==> config.mk <==
export PLATFORM = sky130hd
export DESIGN_NAME = clkstop_top
export DESIGN_NICKNAME = d
export VERILOG_FILES = /design/src/rtl/clkstop_pkg.sv /design/src/rtl/clkstop_sync.sv /design/src/rtl/clkstop_phase.sv /design/src/rtl/clkstop_gate.sv /design/src/rtl/clkstop_top.sv
export SDC_FILE = /design/constraint.sdc
export NUM_CORES = 1
export LEC_CHECK = 0
export ABC_AREA = 1
export BUFFER_PORTS_ARGS = -buffer_cell sky130_fd_sc_hd__buf_2
export CAP_MARGIN = 20
export CORE_UTILIZATION = 25
export CTS_BUF_LIST = sky130_fd_sc_hd__clkbuf_4
export CTS_CLUSTER_DIAMETER = 80
export CTS_CLUSTER_SIZE = 30
export DETAILED_ROUTE_END_ITERATION = 6
export GPL_ROUTABILITY_DRIVEN = 0
export HOLD_SLACK_MARGIN = 0.06
export SYNTH_ARGS = -nofsm -noshare
export SYNTH_HDL_FRONTEND = slang
export SYNTH_HIERARCHICAL = 1
export SYNTH_SLANG_ARGS = --single-unit
==> constraint.sdc <==
create_clock -name clk_i -period 2.95 [get_ports clk_i]
set_clock_uncertainty 0.1 [all_clocks]
set_input_delay 0.295 -clock clk_i [delete_from_list [all_inputs] [get_ports clk_i]]
set_output_delay 0.295 -clock clk_i [all_outputs]
set_load 0.01 [all_outputs]
==> src/rtl/clkstop_pkg.sv <==
// Shared types for the clock stop controller.
// Assumes: controls are active high except output enable.
package clkstop_pkg;
    typedef struct packed {
        logic oe;        // output enable, high = run
        logic pd;        // power-down, high = all silent
        logic cpu_stop;  // processor group stop
        logic pci_stop;  // peripheral group stop (free member exempt)
    } ctl_t;

    localparam int CTL_W = $bits(ctl_t);
endpackage

==> src/rtl/clkstop_sync.sv <==
// Multi-stage synchronizer for control inputs into the fast clock domain.
// Assumes: inputs are asynchronous levels; STAGES >= 2; reset clears to 0.
module clkstop_sync #(
    parameter int W      = 4,
    parameter int STAGES = 2
) (
    input  logic         clk_i,
    input  logic         rst_ni,
    input  logic [W-1:0] d_i,
    output logic [W-1:0] q_o
);
    logic [W-1:0] stage_q [STAGES];

    for (genvar s = 0; s < STAGES; s++) begin : g_stage
        // Shift each control one stage deeper per fast-clock edge.
        always_ff @(posedge clk_i) begin
            if (!rst_ni) begin
                stage_q[s] <= '0;
            end else if (s == 0) begin
                stage_q[s] <= d_i;
            end else begin
                stage_q[s] <= stage_q[(s == 0) ? 0 : s-1];
            end
        end
    end

    assign q_o = stage_q[STAGES-1];
endmodule

==> src/rtl/clkstop_phase.sv <==
// Free-running divider phases for the processor, peripheral and reference
// groups. Gives each group's next level and a strobe for the edge that
// starts its low phase. Assumes: REF_HALF >= 1. Phases never stop.
module clkstop_phase #(
    parameter int REF_HALF = 3
) (
    input  logic clk_i,
    input  logic rst_ni,
    output logic cpu_lvl_d_o,
    output logic cpu_low_start_o,
    output logic pci_lvl_d_o,
    output logic pci_low_start_o,
    output logic ref_lvl_d_o,
    output logic ref_low_start_o
);
    localparam int RW = (REF_HALF > 1) ? $clog2(REF_HALF) : 1;
    localparam logic [RW-1:0] REF_LAST = RW'(REF_HALF - 1);

    logic [1:0]    ph_q;
    logic [1:0]    ph_d;
    logic          cpu_lvl_q, pci_lvl_q, ref_lvl_q;
    logic [RW-1:0] ref_cnt_q;
    logic          ref_wrap;

    assign ph_d        = ph_q + 2'd1;
    assign cpu_lvl_d_o = ~ph_d[0];
    assign pci_lvl_d_o = ~ph_d[1];
    assign ref_wrap    = (ref_cnt_q == REF_LAST);
    assign ref_lvl_d_o = ref_wrap ? ~ref_lvl_q : ref_lvl_q;

    assign cpu_low_start_o = cpu_lvl_q & ~cpu_lvl_d_o;
    assign pci_low_start_o = pci_lvl_q & ~pci_lvl_d_o;
    assign ref_low_start_o = ref_lvl_q & ~ref_lvl_d_o;

    // Advance the 2-bit phase shared by the processor and peripheral groups.
    always_ff @(posedge clk_i) begin
        if (!rst_ni) begin
            ph_q      <= 2'b11;
            cpu_lvl_q <= 1'b0;
            pci_lvl_q <= 1'b0;
        end else begin
            ph_q      <= ph_d;
            cpu_lvl_q <= cpu_lvl_d_o;
            pci_lvl_q <= pci_lvl_d_o;
        end
    end

    // Count reference half periods and toggle the reference level.
    always_ff @(posedge clk_i) begin
        if (!rst_ni) begin
            ref_cnt_q <= '0;
            ref_lvl_q <= 1'b0;
        end else begin
            ref_cnt_q <= ref_wrap ? '0 : ref_cnt_q + 1'b1;
            ref_lvl_q <= ref_lvl_d_o;
        end
    end

    // a peripheral rising edge always lands on a processor rising edge.
    p_pci_rise_with_cpu_r2: assert property (@(posedge clk_i) disable iff (!rst_ni)
        $rose(pci_lvl_q) |-> $rose(cpu_lvl_q));
endmodule

==> src/rtl/clkstop_gate.sv <==
// Gates one group of W clock outputs. The gate state is captured only at
// the start of the group's low phase, so no high pulse is ever clipped.
// EXEMPT marks members that ignore the group stop and obey only the global
// run (output enable and power-down). Assumes: lvl_d_i and low_start_i come
// from clkstop_phase.
module clkstop_gate #(
    parameter int           W      = 4,
    parameter logic [W-1:0] EXEMPT = '0
) (
    input  logic         clk_i,
    input  logic         rst_ni,
    input  logic         lvl_d_i,
    input  logic         low_start_i,
    input  logic         run_all_i,
    input  logic         run_stop_i,
    output logic [W-1:0] clk_o
);
    logic gate_all_q;
    logic gate_stop_q;

    // Capture the run decisions only while the group is entering a low phase.
    always_ff @(posedge clk_i) begin
        if (!rst_ni) begin
            gate_all_q  <= 1'b0;
            gate_stop_q <= 1'b0;
        end else if (low_start_i) begin
            gate_all_q  <= run_all_i;
            gate_stop_q <= run_stop_i;
        end
    end

    for (genvar i = 0; i < W; i++) begin : g_out
        if (EXEMPT[i]) begin : g_free
            // Exempt member: follow the level unless globally silenced.
            always_ff @(posedge clk_i) begin
                if (!rst_ni) clk_o[i] <= 1'b0;
                else         clk_o[i] <= lvl_d_i & gate_all_q;
            end
        end else begin : g_stoppable
            // Stoppable member: also obey the group stop gate.
            always_ff @(posedge clk_i) begin
                if (!rst_ni) clk_o[i] <= 1'b0;
                else         clk_o[i] <= lvl_d_i & gate_all_q & gate_stop_q;
            end
        end
    end

    // the global gate only moves while every output sits low.
    p_all_gate_moves_low_r10: assert property (@(posedge clk_i) disable iff (!rst_ni)
        (gate_all_q != $past(gate_all_q)) |-> (clk_o == '0));

    // the stop gate only moves while the stoppable outputs sit low.
    p_stop_gate_moves_low_r10: assert property (@(posedge clk_i) disable iff (!rst_ni)
        (gate_stop_q != $past(gate_stop_q)) |-> ((clk_o & ~EXEMPT) == '0));

    // a closed stop gate keeps every stoppable output low.
    p_stopped_low_r6: assert property (@(posedge clk_i) disable iff (!rst_ni)
        (!gate_stop_q && !$past(gate_stop_q)) |-> ((clk_o & ~EXEMPT) == '0));
endmodule

==> src/rtl/clkstop_top.sv <==
// Multi-domain clock stop controller. Builds processor, peripheral, memory
// and reference clock groups from one fast clock and gates them from
// synchronized stop, power-down and output-enable controls. In strap mode
// low, memory pads SHARE_BASE..SHARE_BASE+2 read the controls. Assumes:
// mode_i is static after reset; clk_i is an ideal clock.
module clkstop_top
    import clkstop_pkg::*;
#(
    parameter int N_CPU       = 4,
    parameter int N_PCI       = 7,
    parameter int N_MEM       = 12,
    parameter int N_REF       = 3,
    parameter int FREE_IDX    = 0,
    parameter int SHARE_BASE  = 5,
    parameter int REF_HALF    = 3,
    parameter int SYNC_STAGES = 2
) (
    input  logic             clk_i,
    input  logic             rst_ni,
    input  logic             mode_i,
    input  logic             oe_i,
    input  logic [2:0]       shared_pin_i,
    output logic [N_CPU-1:0] cpu_clk_o,
    output logic [N_PCI-1:0] pci_clk_o,
    output logic [N_MEM-1:0] mem_clk_o,
    output logic [N_MEM-1:0] mem_oe_o,
    output logic [N_REF-1:0] ref_clk_o
);
    localparam logic [N_PCI-1:0] PCI_FREE   = N_PCI'(1) << FREE_IDX;
    localparam logic [N_MEM-1:0] SHARE_MASK = N_MEM'(3'b111) << SHARE_BASE;

    ctl_t             ctl_raw;
    ctl_t             ctl_s;
    logic [CTL_W-1:0] ctl_s_vec;
    logic             run_all;
    logic             cpu_lvl_d, cpu_low_start;
    logic             pci_lvl_d, pci_low_start;
    logic             ref_lvl_d, ref_low_start;
    logic [N_MEM-1:0] mem_raw;

    // Select control sources: shared pads only count in strap mode low.
    always_comb begin
        ctl_raw.oe       = oe_i;
        ctl_raw.pd       = ~mode_i & shared_pin_i[0];
        ctl_raw.cpu_stop = ~mode_i & shared_pin_i[1];
        ctl_raw.pci_stop = ~mode_i & shared_pin_i[2];
    end

    clkstop_sync #(.W(CTL_W), .STAGES(SYNC_STAGES)) u_sync (
        .clk_i  (clk_i),
        .rst_ni (rst_ni),
        .d_i    (ctl_raw),
        .q_o    (ctl_s_vec)
    );

    assign ctl_s   = ctl_t'(ctl_s_vec);
    assign run_all = ctl_s.oe & ~ctl_s.pd;

    clkstop_phase #(.REF_HALF(REF_HALF)) u_phase (
        .clk_i           (clk_i),
        .rst_ni          (rst_ni),
        .cpu_lvl_d_o     (cpu_lvl_d),
        .cpu_low_start_o (cpu_low_start),
        .pci_lvl_d_o     (pci_lvl_d),
        .pci_low_start_o (pci_low_start),
        .ref_lvl_d_o     (ref_lvl_d),
        .ref_low_start_o (ref_low_start)
    );

    clkstop_gate #(.W(N_CPU), .EXEMPT('0)) u_cpu_gate (
        .clk_i       (clk_i),
        .rst_ni      (rst_ni),
        .lvl_d_i     (cpu_lvl_d),
        .low_start_i (cpu_low_start),
        .run_all_i   (run_all),
        .run_stop_i  (~ctl_s.cpu_stop),
        .clk_o       (cpu_clk_o)
    );

    clkstop_gate #(.W(N_PCI), .EXEMPT(PCI_FREE)) u_pci_gate (
        .clk_i       (clk_i),
        .rst_ni      (rst_ni),
        .lvl_d_i     (pci_lvl_d),
        .low_start_i (pci_low_start),
        .run_all_i   (run_all),
        .run_stop_i  (~ctl_s.pci_stop),
        .clk_o       (pci_clk_o)
    );

    clkstop_gate #(.W(N_MEM), .EXEMPT('0)) u_mem_gate (
        .clk_i       (clk_i),
        .rst_ni      (rst_ni),
        .lvl_d_i     (cpu_lvl_d),
        .low_start_i (cpu_low_start),
        .run_all_i   (run_all),
        .run_stop_i  (1'b1),
        .clk_o       (mem_raw)
    );

    clkstop_gate #(.W(N_REF), .EXEMPT('0)) u_ref_gate (
        .clk_i       (clk_i),
        .rst_ni      (rst_ni),
        .lvl_d_i     (ref_lvl_d),
        .low_start_i (ref_low_start),
        .run_all_i   (run_all),
        .run_stop_i  (1'b1),
        .clk_o       (ref_clk_o)
    );

    // Release the shared pads to input duty when the strap is low.
    always_comb begin
        mem_oe_o  = mode_i ? '1 : ~SHARE_MASK;
        mem_clk_o = mem_raw & mem_oe_o;
    end

    // Checker counter: cycles that the synchronized power-down has been held.
    localparam int PD_LIMIT = 2 * REF_HALF + 2;
    localparam int PD_W     = $clog2(PD_LIMIT + 1);
    logic [PD_W-1:0] pd_hold_q;

    // Count power-down hold cycles, saturating at the settle limit.
    always_ff @(posedge clk_i) begin
        if (!rst_ni)                          pd_hold_q <= '0;
        else if (!ctl_s.pd)                   pd_hold_q <= '0;
        else if (pd_hold_q != PD_W'(PD_LIMIT)) pd_hold_q <= pd_hold_q + 1'b1;
    end

    // a settled power-down silences every group.
    p_pd_quiet_r8: assert property (@(posedge clk_i) disable iff (!rst_ni)
        (pd_hold_q == PD_W'(PD_LIMIT)) |->
        (cpu_clk_o == '0 && pci_clk_o == '0 && mem_clk_o == '0 && ref_clk_o == '0));

    // shared pads are released and quiet in strap mode low.
    p_shared_pads_r5: assert property (@(posedge clk_i) disable iff (!rst_ni)
        !mode_i |-> ((mem_oe_o & SHARE_MASK) == '0 && (mem_clk_o & SHARE_MASK) == '0));

    // strap mode high drives every memory pad.
    p_mode_drive_r4: assert property (@(posedge clk_i) disable iff (!rst_ni)
        mode_i |-> (mem_oe_o == '1));
endmodule

# Word-level counts from Yosys, hierarchy flattened
# Memories as Yosys holds them, arrays and structs flattened.
# Index checks and enable logic that the tools add are counted.
# totals
ff_bits	19
latch_bits	0
ramBits	8
rom_bits	0
inputBits	7
output_inout_bits	38
word_cells	54
n_memories	1
# mem_list
name	depth	word_bits	rd	rd_clocked_by_memory_dff	wr	line_no	text
u_sync.stage_q	2	4	2	0	2	clkstop_sync.sv:12	logic [W-1:0] stage_q [STAGES];
# classes
n_addsub	2
multipliers	0
div	0
n_lt_le_gt_ge	0
eq_ne	1
n_shift	0
mux	6
n_bitwise	26
n_reduce_logical	1
# ops
cell	count
AND 1 bit	14
AND 12 bit	1
inverter 1 bit	9
2-to-1 mux 4 bit	2
2-to-1 mux 8 bit	1
adder 2 x 1 -> 2 bit (second input constant)	2
2-to-1 mux 1 bit	3
equality test 2 bit (second input constant)	1
OR 1 bit	2
OR reduction 2 bit	1

# Logic depth before layout (Yosys ltp)
# Gate-level depths: netlist (run 1).
# depth
ltp_word	4
depth_mapped	7

# Hierarchy
# The synthesis (run 1) kept the hierarchy.
# modules_own_cells
mod	instances	cells_each	area_each_um2	seq_area_each_um2
clkstop_phase	1	31	257.7	140.1
clkstop_sync	1	25	225.2	160.2
clkstop_gate at u_mem_gate	1	27	191.4	60.1
clkstop_gate at u_pci_gate	1	24	175.2	80.1
clkstop_top	1	29	153.9	0.0
clkstop_gate at u_cpu_gate	1	19	131.4	60.1
clkstop_gate at u_ref_gate	1	18	123.9	60.1

# Worst setup path before layout (run 1)
# OpenSTA, ideal clock, no wires.
# synth_path
path_kind	register to output
startpoint	reg u_mem_gate/clk_o[6] (netlist name)
endpoint	out mem_clk_o[5]
arrival_time_ns	0.802
required_time_ns	2.555
slack_ns	1.753
stages_incl_launch_ff	4
path_buffers	1
cell_sequence	dfxtp_1 -> buf_4 -> nand2_1 -> inv_1
# synth_rtl
item	line_no	text
end, declared	clkstop_top.sv:25	output logic [N_MEM-1:0] mem_clk_o,

# Worst setup path in the final report (run 1)
# layout_path
startpoint	reg u_mem_gate.clk_o[6]
endpoint	out mem_clk_o[6]
# layout_between
elab_chain_cells	1
# layout_rtl
item	line_no	text
start, declared	clkstop_gate.sv:16	output logic [W-1:0] clk_o
start signal, assigned by index	clkstop_gate.sv:43	else clk_o[i] <= lvl_d_i & gate_all_q & gate_stop_q;
AND 12 bit	clkstop_top.sv:113	mem_clk_o = mem_raw & mem_oe_o;
# No other way between the ends.

==> impl_metrics.tcl, run 1 <==
set metrics [dict create \
    finalCriticalPeriod_ns 1.484 \
    dp_cells 251 \
    grt_pass1_vias 667 \
    final_cell_mix "nand2_1 (41), buf_2 (35), inv_1 (33)" \
    min_from "shared_pin_i[0]" \
    p_int_mw 0.5683 \
    p_sw_share_pct 22.80 \
    layout_commonest_cell "nand2_1" \
    postCtsSetupBuffers 0 \
    leakage_nw 0.8394 \
    io_buffer_count 35 \
    synth_mux_area_share_pct 0 \
    clkPwrFrac_pct 33.7 \
    antenna_found_initial 0 \
    die_w_um 72.96 \
    critical_path_class "flip-flop to primary output" \
    syn_area_per_cell_um2 7.276 \
    met1_usage_pct 7.451 \
    path_clk_slew_ns 0.15 \
    num_vias 840 \
    placementRows 25 \
    synth-simple-area-share_pct 22.96 \
    ys_warn_count 6 \
    cp_max_fo 12 \
    outcome "finished, final reports clean" \
    ir_drop_v 0.0002903 \
    cts_tree "built" \
    grt_setup_unrepaired "no" \
    dpl_worst_slack_ns 1.751 \
    power_frac_comb_pct 10.2 \
    synthToLayoutAreaGrowth_pct 8.449 \
    use_met3_pct 3.453 \
    setup-violations-final 0 \
    coreArea_um2 4786 \
    fin_ws_ns 1.466 \
    ctsResizeCount 0 \
    clk_latency_ns 0.33 \
    hold_viol 0 \
    fin_hold_ws_ns 0.1252 \
    hp-class "input port to flip-flop" \
    seqPwrFrac_pct 56.1 \
    syn_inst 173 \
    drive_above_1_share_pct 22.75 \
    setup.worst_path.start_class "flip-flop" \
    drtAntennaViolNets 0 \
    drc 0 \
    critPathRequiredTime_ns 2.56 \
    die_area_um2 5322 \
    end_kind "primary output" \
    p_sw_mw 0.1679 \
    min_period_over_period_pct 50.31 \
    cts_buffers 3 \
    gr-usage-met2_pct 10.59 \
    h-tree-depth 1 \
    drv_slew 0 \
    cap_violations 0 \
    tns_ns 0 \
    grt_usage_pct 6.626 \
    worstSetupStartpoint "u_mem_gate/clk_o[6]$_SDFF_PN0_" \
    synth_top_area_share_pct 44.53 \
    drt-initial-drc-count 27 \
    clk_path_buf_depth 2 \
    synth.area.top_cells "dfxtp_1 (45%), buf_4 (20%), nand2_1 (12%)" \
    grt_max_degree 25 \
    fin_nets 199 \
    fp.dieH_um 72.96 \
    syn_area_um2 1259 \
    busiest_layer "met2" \
    seq_area_frac_synth_pct 44.53 \
    synth_compound_area_share_pct 0 \
    ys_seq_elements 28 \
    power_per_cell_area_nw_per_um2 539.3 \
    wl_um 1655 \
    design_area_um2 1365 \
    regToRegStartpoint "u_phase/ph_q[0]$_SDFF_PN1_" \
    yosysTopAreaCell "dfxtp_1" \
    dp_hpwl_um 1177 \
    synth_top_family_by_area "buffers and inverters" \
    yosysUniqueCellTypes 13 \
    cts_sinks 28 \
    root_buffer "clkbuf_4" \
    grt_first_pass_wirelength_um 2684 \
    placed_cell_area_um2 1303 \
    worst_ep_arrival_time_ns 1.09 \
    synth_xor_xnor_area_share_pct 0 \
    vias_per_cell 3.281 \
    grt-ovfl-total 0 \
    wire_per_inst_um 6.465 \
    start_util_pct 26.30 \
    hold_buffers 1 \
    synthAdderAreaFrac_pct 1.988 \
    max_freq_mhz 673.8 \
    diodes 0 \
    num_io_pins 45 \
    first_pass_iters 2 \
    instances_no_fill 256 \
]
==> worst max-delay path, stage by stage (launching register included) <==
cell and delay, ns:
dfxtp_1 0.51, nand2_1 0.09, inv_1 0.05, buf_2 0.11
==> kinds of logic (layout without fill, tap and decap cells) <==
kind of cell             after synthesis  count (layout)
other                                  1              11
flip-flops                            28              28
AND/OR/NAND/NOR                       74              74
adder cells (fa/ha/maj)                2               2
buffers and inverters                 68              74
==> flip-flops by register name, summed over array words and instances, names as in the netlist, 2 cells and up <==
signal / count
u_sync/stage_q: 8
u_phase/ph_q: 2
u_pci_gate/clk_o: 2
u_phase/ref_cnt_q: 2
==> worst paths after layout <==
path,to,slack [ns],cells past startpoint
worst max-delay path,mem_clk_o[6],1.47,3
worst min-delay path,u_sync/stage_q[0][2]$_SDFF_PN0_,0.13,5
worst min register to register,u_sync/stage_q[1][2]$_SDFF_PN0_,0.32,2
worst max register to register,u_cpu_gate/gate_all_q$_SDFFE_PN0P_,1.74,4
==> power groups by stage <==
stage          sequential [mW]  combinational (mW)  clock [mW]
6_report                 0.413              0.0753       0.248
5_1_grt                  0.416              0.0875       0.279
4_1_cts                  0.413              0.0761       0.258
3_5_place_dp             0.421              0.0749           0
3_3_place_gp             0.420              0.0737           0
2_1_floorplan            0.419              0.0691           0
==> layer usage <==
| metal | wire length [um] | vias to the layer above | share of wire (%) |
|---|---|---|---|
| li1 | - | 480 | - |
| met1 | 826 | 338 | 50 |
| met2 | 729 | 20 | 44 |
| met3 | 85 | 2 | 5.1 |
| met4 | 14 | 0 | 0.85 |
| met5 | 0 | - | 0 |
==> Yosys cell counts <==
master	instances
inv_1	33
nor3_1	2
buf_2	1
conb_1	1
nor2_1	27
dfxtp_1	28
nand3_1	1
nand2_2	2
ha_1	2
nand2_1	41
nor2_2	1
inv_2	1
buf_4	33
==> per-stage QoR <==
step | total power, mW | util [%]
2_1_floorplan | 0.4883 | -
3_3_place_gp | 0.4941 | 27.22
3_5_place_dp | 0.4960 | 27.22
4_1_cts | 0.7467 | 28.52
5_1_grt | 0.7822 | 28.52
6_report | 0.7361 | 28.52
==> layout make-up <==
type / count / area [um2]
Fill cell: 537 / 3421
Inverter: 34 / 127.6
Timing Repair Buffer: 36 / 185.2
Clock buffer: 3 / 22.52
Sequential cell: 28 / 560.5
Multi-Input combinational cell: 87 / 355.3
Clock inverter: 1 / 30.03
Tap cell: 67 / 83.83
Note: power is estimated with default switching activity, not from simulation.
==> run 2: changes to the inputs <==
==> constraint.sdc (replaced) <==
create_clock -name clk_i -period 1.5 [get_ports clk_i]
set_clock_uncertainty 0.1 [all_clocks]
set_input_delay 0.15 -clock clk_i [delete_from_list [all_inputs] [get_ports clk_i]]
set_output_delay 0.15 -clock clk_i [all_outputs]
set_load 0.01 [all_outputs]
==> impl_metrics.tcl, run 2 (synthesis gave the netlist of run 1 again) <==
set metrics [dict create \
    antenna_found_initial 0 \
    min_period_over_period_pct 92.73 \
    final_cell_mix "nand2_1 (41), buf_2 (35), inv_1 (33)" \
    fin_nets 205 \
    holdPathStages 2 \
    top_register "u_sync/stage_q" \
    grt_usage_pct 6.657 \
    tns_ns 0 \
    total_power_mw 1.452 \
    slowest_delay_ns 0.56 \
    first_pass_iters 4 \
    fp.dieH_um 72.96 \
    dpl_worst_slack_ns 0.3042 \
    die_w_um 72.96 \
    r2r_slack_ns 0.29 \
    use_met3_pct 2.901 \
    drtAntennaViolNets 0 \
    cap_violations 0 \
    grt_pass1_vias 674 \
    fin_ws_ns 0.1091 \
    power_per_cell_area_nw_per_um2 1019 \
    outcome "finished, final reports clean" \
    crit_chain "dlygate4sd3_1 > buf_2 > inv_1 > nor2_1 > dlygate4sd3_1 > nand2_1 > inv_1" \
    r2r_end "u_cpu_gate/gate_stop_q$_SDFFE_PN0P_" \
    end_kind "flip-flop" \
    grt_setup_unrepaired "no" \
    min_to "u_phase/ph_q[1]$_SDFF_PN1_" \
    h-tree-depth 1 \
    coreArea_um2 4786 \
    fillers 526 \
    num_io_pins 45 \
    root_buffer "clkbuf_4" \
    clk_path_buf_depth 2 \
    cts_buffers 3 \
    regToRegStartpoint "u_phase/ph_q[0]$_SDFF_PN1_" \
    cp_max_fo 1 \
    ctsResizeCount 0 \
    wire_per_inst_um 6.363 \
    worst_ep_arrival_time_ns 1.54 \
    busiest_layer "met2" \
    cts_sinks 28 \
    reg2regPathDepth 4 \
    num_vias 875 \
    vias_per_cell 3.340 \
    postLayoutCoreUtil_pct 29.78 \
    largest_reg_flops 8 \
    grt_first_pass_wirelength_um 2711 \
    dp_hpwl_um 1162 \
    critical_path_class "input port to flip-flop" \
    drive_above_1_share_pct 22.05 \
    clk_latency_ns 0.32 \
    gr-usage-met2_pct 11.73 \
    io_buffer_count 35 \
    cts_tree "built" \
    path_clk_slew_ns 0.15 \
    ir_drop_v 0.0004959 \
    placementRows 25 \
    max_freq_mhz 718.9 \
    drv_slew 0 \
    leakage_nw 0.8686 \
    drc 0 \
    met1_usage_pct 7.203 \
    wl_um 1667 \
    hold_buffers 7 \
    setup-violations-final 0 \
    setup.worst_path.start_class "input port" \
    drt-initial-drc-count 29 \
    cpMaxStageDelayCell "dlygate4sd3_1" \
    grt_max_degree 25 \
    layout_commonest_cell "nand2_1" \
    die_area_um2 5322 \
    critPathRequiredTime_ns 1.65 \
    hp-class "input port to flip-flop" \
    grt-ovfl-total 0 \
    synthToLayoutAreaGrowth_pct 13.22 \
    min_from "rst_ni" \
    postCtsSetupBuffers 0 \
    hold_viol 0 \
    start_util_pct 26.30 \
    cp_top_family "buffers and inverters" \
    diodes 0 \
    crit_buf_inv 5 \
    finalCriticalPeriod_ns 1.391 \
]
run 2: changes by cell type in the layout (fill, tap and decap cells not counted):
| cell | delta |
|---|---|
| dlygate4sd3_1 | +6 |
run 2: layer usage:
layer  part of all wire (%)  vias to the layer above
li1                       -                      491
met1                     48                      361
met2                     46                       21
met3                    5.1                        2
met4                   0.60                        0
met5                      0                        -
run 2: final cells by class:
class | count | area (um2) | area share (%)
clock buffers | 3 | 22.52 | 1.580
clock inverters | 1 | 30.03 | 2.107
inverters | 34 | 127.6 | 8.955
multi-input cells | 87 | 355.3 | 24.93
flip-flops and latches | 28 | 560.5 | 39.33
well taps | 67 | 83.83 | 5.882
repair buffers | 42 | 245.2 | 17.21
run 2: where the power goes:
group / internal (mW) / leakage (nW) / total (mW) / switching (mW)
combinational: 0.0664 / 0.611 / 0.158 / 0.0915
sequential: 0.791 / 0.229 / 0.811 / 0.0204
clock: 0.270 / 0.0279 / 0.483 / 0.213
total: 1.13 / 0.869 / 1.45 / 0.324
run 2: worst reg2reg max path: stages (launching register included):
cell,delay (ns)
dfxtp_1,0.40
nor2_1,0.42
nand2_1,0.10
nand2_1,0.07
nor2_1,0.04
run 2: through the flow:
step | instances | hold WS, ns | cell area [um2]
after floorplan | 183 | 0.1191 | 1296
after global placement | 251 | 0.2334 | 1303
after detailed placement | 251 | 0.2345 | 1303
after CTS | 262 | 0.08429 | 1425
after global routing | 262 | 0.08948 | 1425
final | 262 | 0.09446 | 1425
run 2: worst max path at each step:
stage                                                endpoint                             from  cells past startpoint
final                         u_sync/stage_q[0][0]$_SDFF_PN0_                  shared_pin_i[2]                      7
after global routing                             mem_clk_o[7]   u_mem_gate/clk_o[6]$_SDFF_PN0_                      3
after CTS                                        mem_clk_o[7]   u_mem_gate/clk_o[6]$_SDFF_PN0_                      3
after detailed placement  u_cpu_gate/gate_stop_q$_SDFFE_PN0P_       u_phase/ph_q[0]$_SDFF_PN1_                      4
after global placement     u_ref_gate/gate_all_q$_SDFFE_PN0P_  u_phase/ref_cnt_q[0]$_SDFF_PP0_                      5
after floorplan                  u_phase/ref_lvl_q$_SDFF_PN0_  u_phase/ref_cnt_q[0]$_SDFF_PP0_                      5
==> run 3: changes to the inputs <==
--- a/config.mk
+++ b/config.mk
@@ -8,6 +8,7 @@
 export ABC_AREA = 1
 export BUFFER_PORTS_ARGS = -buffer_cell sky130_fd_sc_hd__buf_2
 export CAP_MARGIN = 20
+export CORE_MARGIN = 1
 export CORE_UTILIZATION = 25
 export CTS_BUF_LIST = sky130_fd_sc_hd__clkbuf_4
 export CTS_CLUSTER_DIAMETER = 80
@@ -15,6 +16,7 @@
 export DETAILED_ROUTE_END_ITERATION = 6
 export GPL_ROUTABILITY_DRIVEN = 0
 export HOLD_SLACK_MARGIN = 0.06
+export RECOVER_POWER = 25
 export SYNTH_ARGS = -nofsm -noshare
 export SYNTH_HDL_FRONTEND = slang
 export SYNTH_HIERARCHICAL = 1
==> impl_metrics.tcl, run 3 (synthesis gave the netlist of run 1 again) <==
set metrics [dict create \
    outcome "finished, final reports clean" \
    cts_tree "built" \
    clk_path_buf_depth 2 \
    first_pass_iters 4 \
    critPathRequiredTime_ns 1.65 \
    p_int_mw 1.126 \
    grt_setup_unrepaired "no" \
    seqPwrFrac_pct 55.9 \
    holdPathStages 2 \
    drtAntennaViolNets 0 \
    ir_drop_v 0.0004959 \
    power_frac_comb_pct 10.8 \
    min_period_over_period_pct 93.54 \
    cap_violations 0 \
    start_util_pct 26.30 \
    end_kind "flip-flop" \
    drt-initial-drc-count 31 \
    tns_ns 0 \
    largest_reg_flops 8 \
    io_buffer_count 35 \
    synthToLayoutAreaGrowth_pct 12.92 \
    clk_latency_ns 0.32 \
    setup.worst_path.start_class "input port" \
    layout_commonest_cell "nand2_1" \
    max_freq_mhz 712.7 \
    setup-violations-final 0 \
    root_buffer "clkbuf_4" \
    die_w_um 72.96 \
    h-tree-depth 1 \
    drc 0 \
    power_per_cell_area_nw_per_um2 1020 \
    grt_usage_pct 6.657 \
    drive_above_1_share_pct 20.00 \
    p_sw_share_pct 22.35 \
    fp.dieH_um 72.96 \
    fin_nets 205 \
    worst_ep_arrival_time_ns 1.55 \
    diodes 0 \
    hold_viol 0 \
    placementRows 25 \
    num_vias 876 \
    critical_path_class "input port to flip-flop" \
    coreArea_um2 4786 \
    grt-ovfl-total 0 \
    hp-class "input port to flip-flop" \
    postCtsSetupBuffers 0 \
    leakage_nw 0.8619 \
    vias_per_cell 3.344 \
    antenna_found_initial 0 \
    grt_first_pass_wirelength_um 2711 \
    clkPwrFrac_pct 33.3 \
    finalCriticalPeriod_ns 1.403 \
    wl_um 1667 \
    cts_sinks 28 \
    dp_hpwl_um 1162 \
    ctsResizeCount 0 \
    num_io_pins 45 \
    drv_slew 0 \
    fin_hold_ws_ns 0.09446 \
    top_register "u_sync/stage_q" \
    fillers 528 \
    grt_max_degree 25 \
    path_clk_slew_ns 0.15 \
    die_area_um2 5322 \
    p_sw_mw 0.3241 \
    grt_pass1_vias 674 \
    reg2regPathDepth 4 \
    cts_buffers 3 \
    wire_per_inst_um 6.363 \
    final_cell_mix "nand2_1 (41), inv_1 (34), buf_2 (32)" \
    cp_max_fo 1 \
]
==> run 3: changes by cell type in the layout (fill, tap and decap cells not counted) <==
cell,delta
inv_2,-1
inv_1,+1
buf_2,-3
clkbuf_1,+3
==> run 3: power by group through the flow <==
stage	Combinational [mW]	Clock (mW)	Sequential [mW]
floorplan	0.136	0	0.824
global placement	0.145	0	0.827
detailed placement	0.145	0	0.828
CTS	0.159	0.508	0.812
global route	0.185	0.536	0.818
finish	0.157	0.483	0.811
==> run 3: final cells by class <==
cell class | instances | area, um2 | area share, %
flip-flops and latches | 28 | 560.5 | 39.44
multi-input cells | 87 | 355.3 | 25.00
repair buffers | 42 | 241.5 | 16.99
inverters | 34 | 127.6 | 8.979
well taps | 67 | 83.83 | 5.898
clock inverters | 1 | 30.03 | 2.113
clock buffers | 3 | 22.52 | 1.585
==> run 3: final timing paths <==
kind	from	end	slack, ns
setup / recovery	shared_pin_i[2]	u_sync/stage_q[0][0]$_SDFF_PN0_	0.1
hold / removal	rst_ni	u_phase/ph_q[1]$_SDFF_PN1_	0.09
setup reg to reg	u_phase/ph_q[0]$_SDFF_PN1_	u_cpu_gate/gate_stop_q$_SDFFE_PN0P_	0.30
hold reg to reg	u_sync/stage_q[0][2]$_SDFF_PN0_	u_sync/stage_q[1][2]$_SDFF_PN0_	0.32
==> run 3: critical path, stage by stage <==
cell and delay [ns]:
dlygate4sd3_1 0.53, buf_2 0.12, inv_1 0.04, nor2_1 0.03, dlygate4sd3_1 0.57, nand2_1 0.07, inv_1 0.04
==> run 3: what timing repair did <==
item / in CTS / in global routing
endpoints found under the hold margin: 4 / 0
hold buffers: 7 / 0
endpoints found under the setup margin: 0 / 0
==> run 3: routing by layer <==
layer | share of wire (%) | track usage (%) | up-vias
met5 | 0 | 0 | -
met4 | 0.60 | 1.961 | 0
met3 | 5.0 | 2.901 | 2
met2 | 46 | 11.73 | 21
met1 | 48 | 7.203 | 362
li1 | - | - | 491
==> run 3: through the flow <==
step	instance area, um2	worst slack (ns)	util (%)	std cells	power [mW]
detailed placement	1303	0.3042	27.22	251	0.9729
floorplan	1296	0.3685	-	183	0.9602
global route	1421	0.009053	29.70	262	1.539
finish	1421	0.09693	29.70	262	1.450
CTS	1425	0.1210	29.78	262	1.479
global placement	1303	0.3273	27.22	251	0.9714
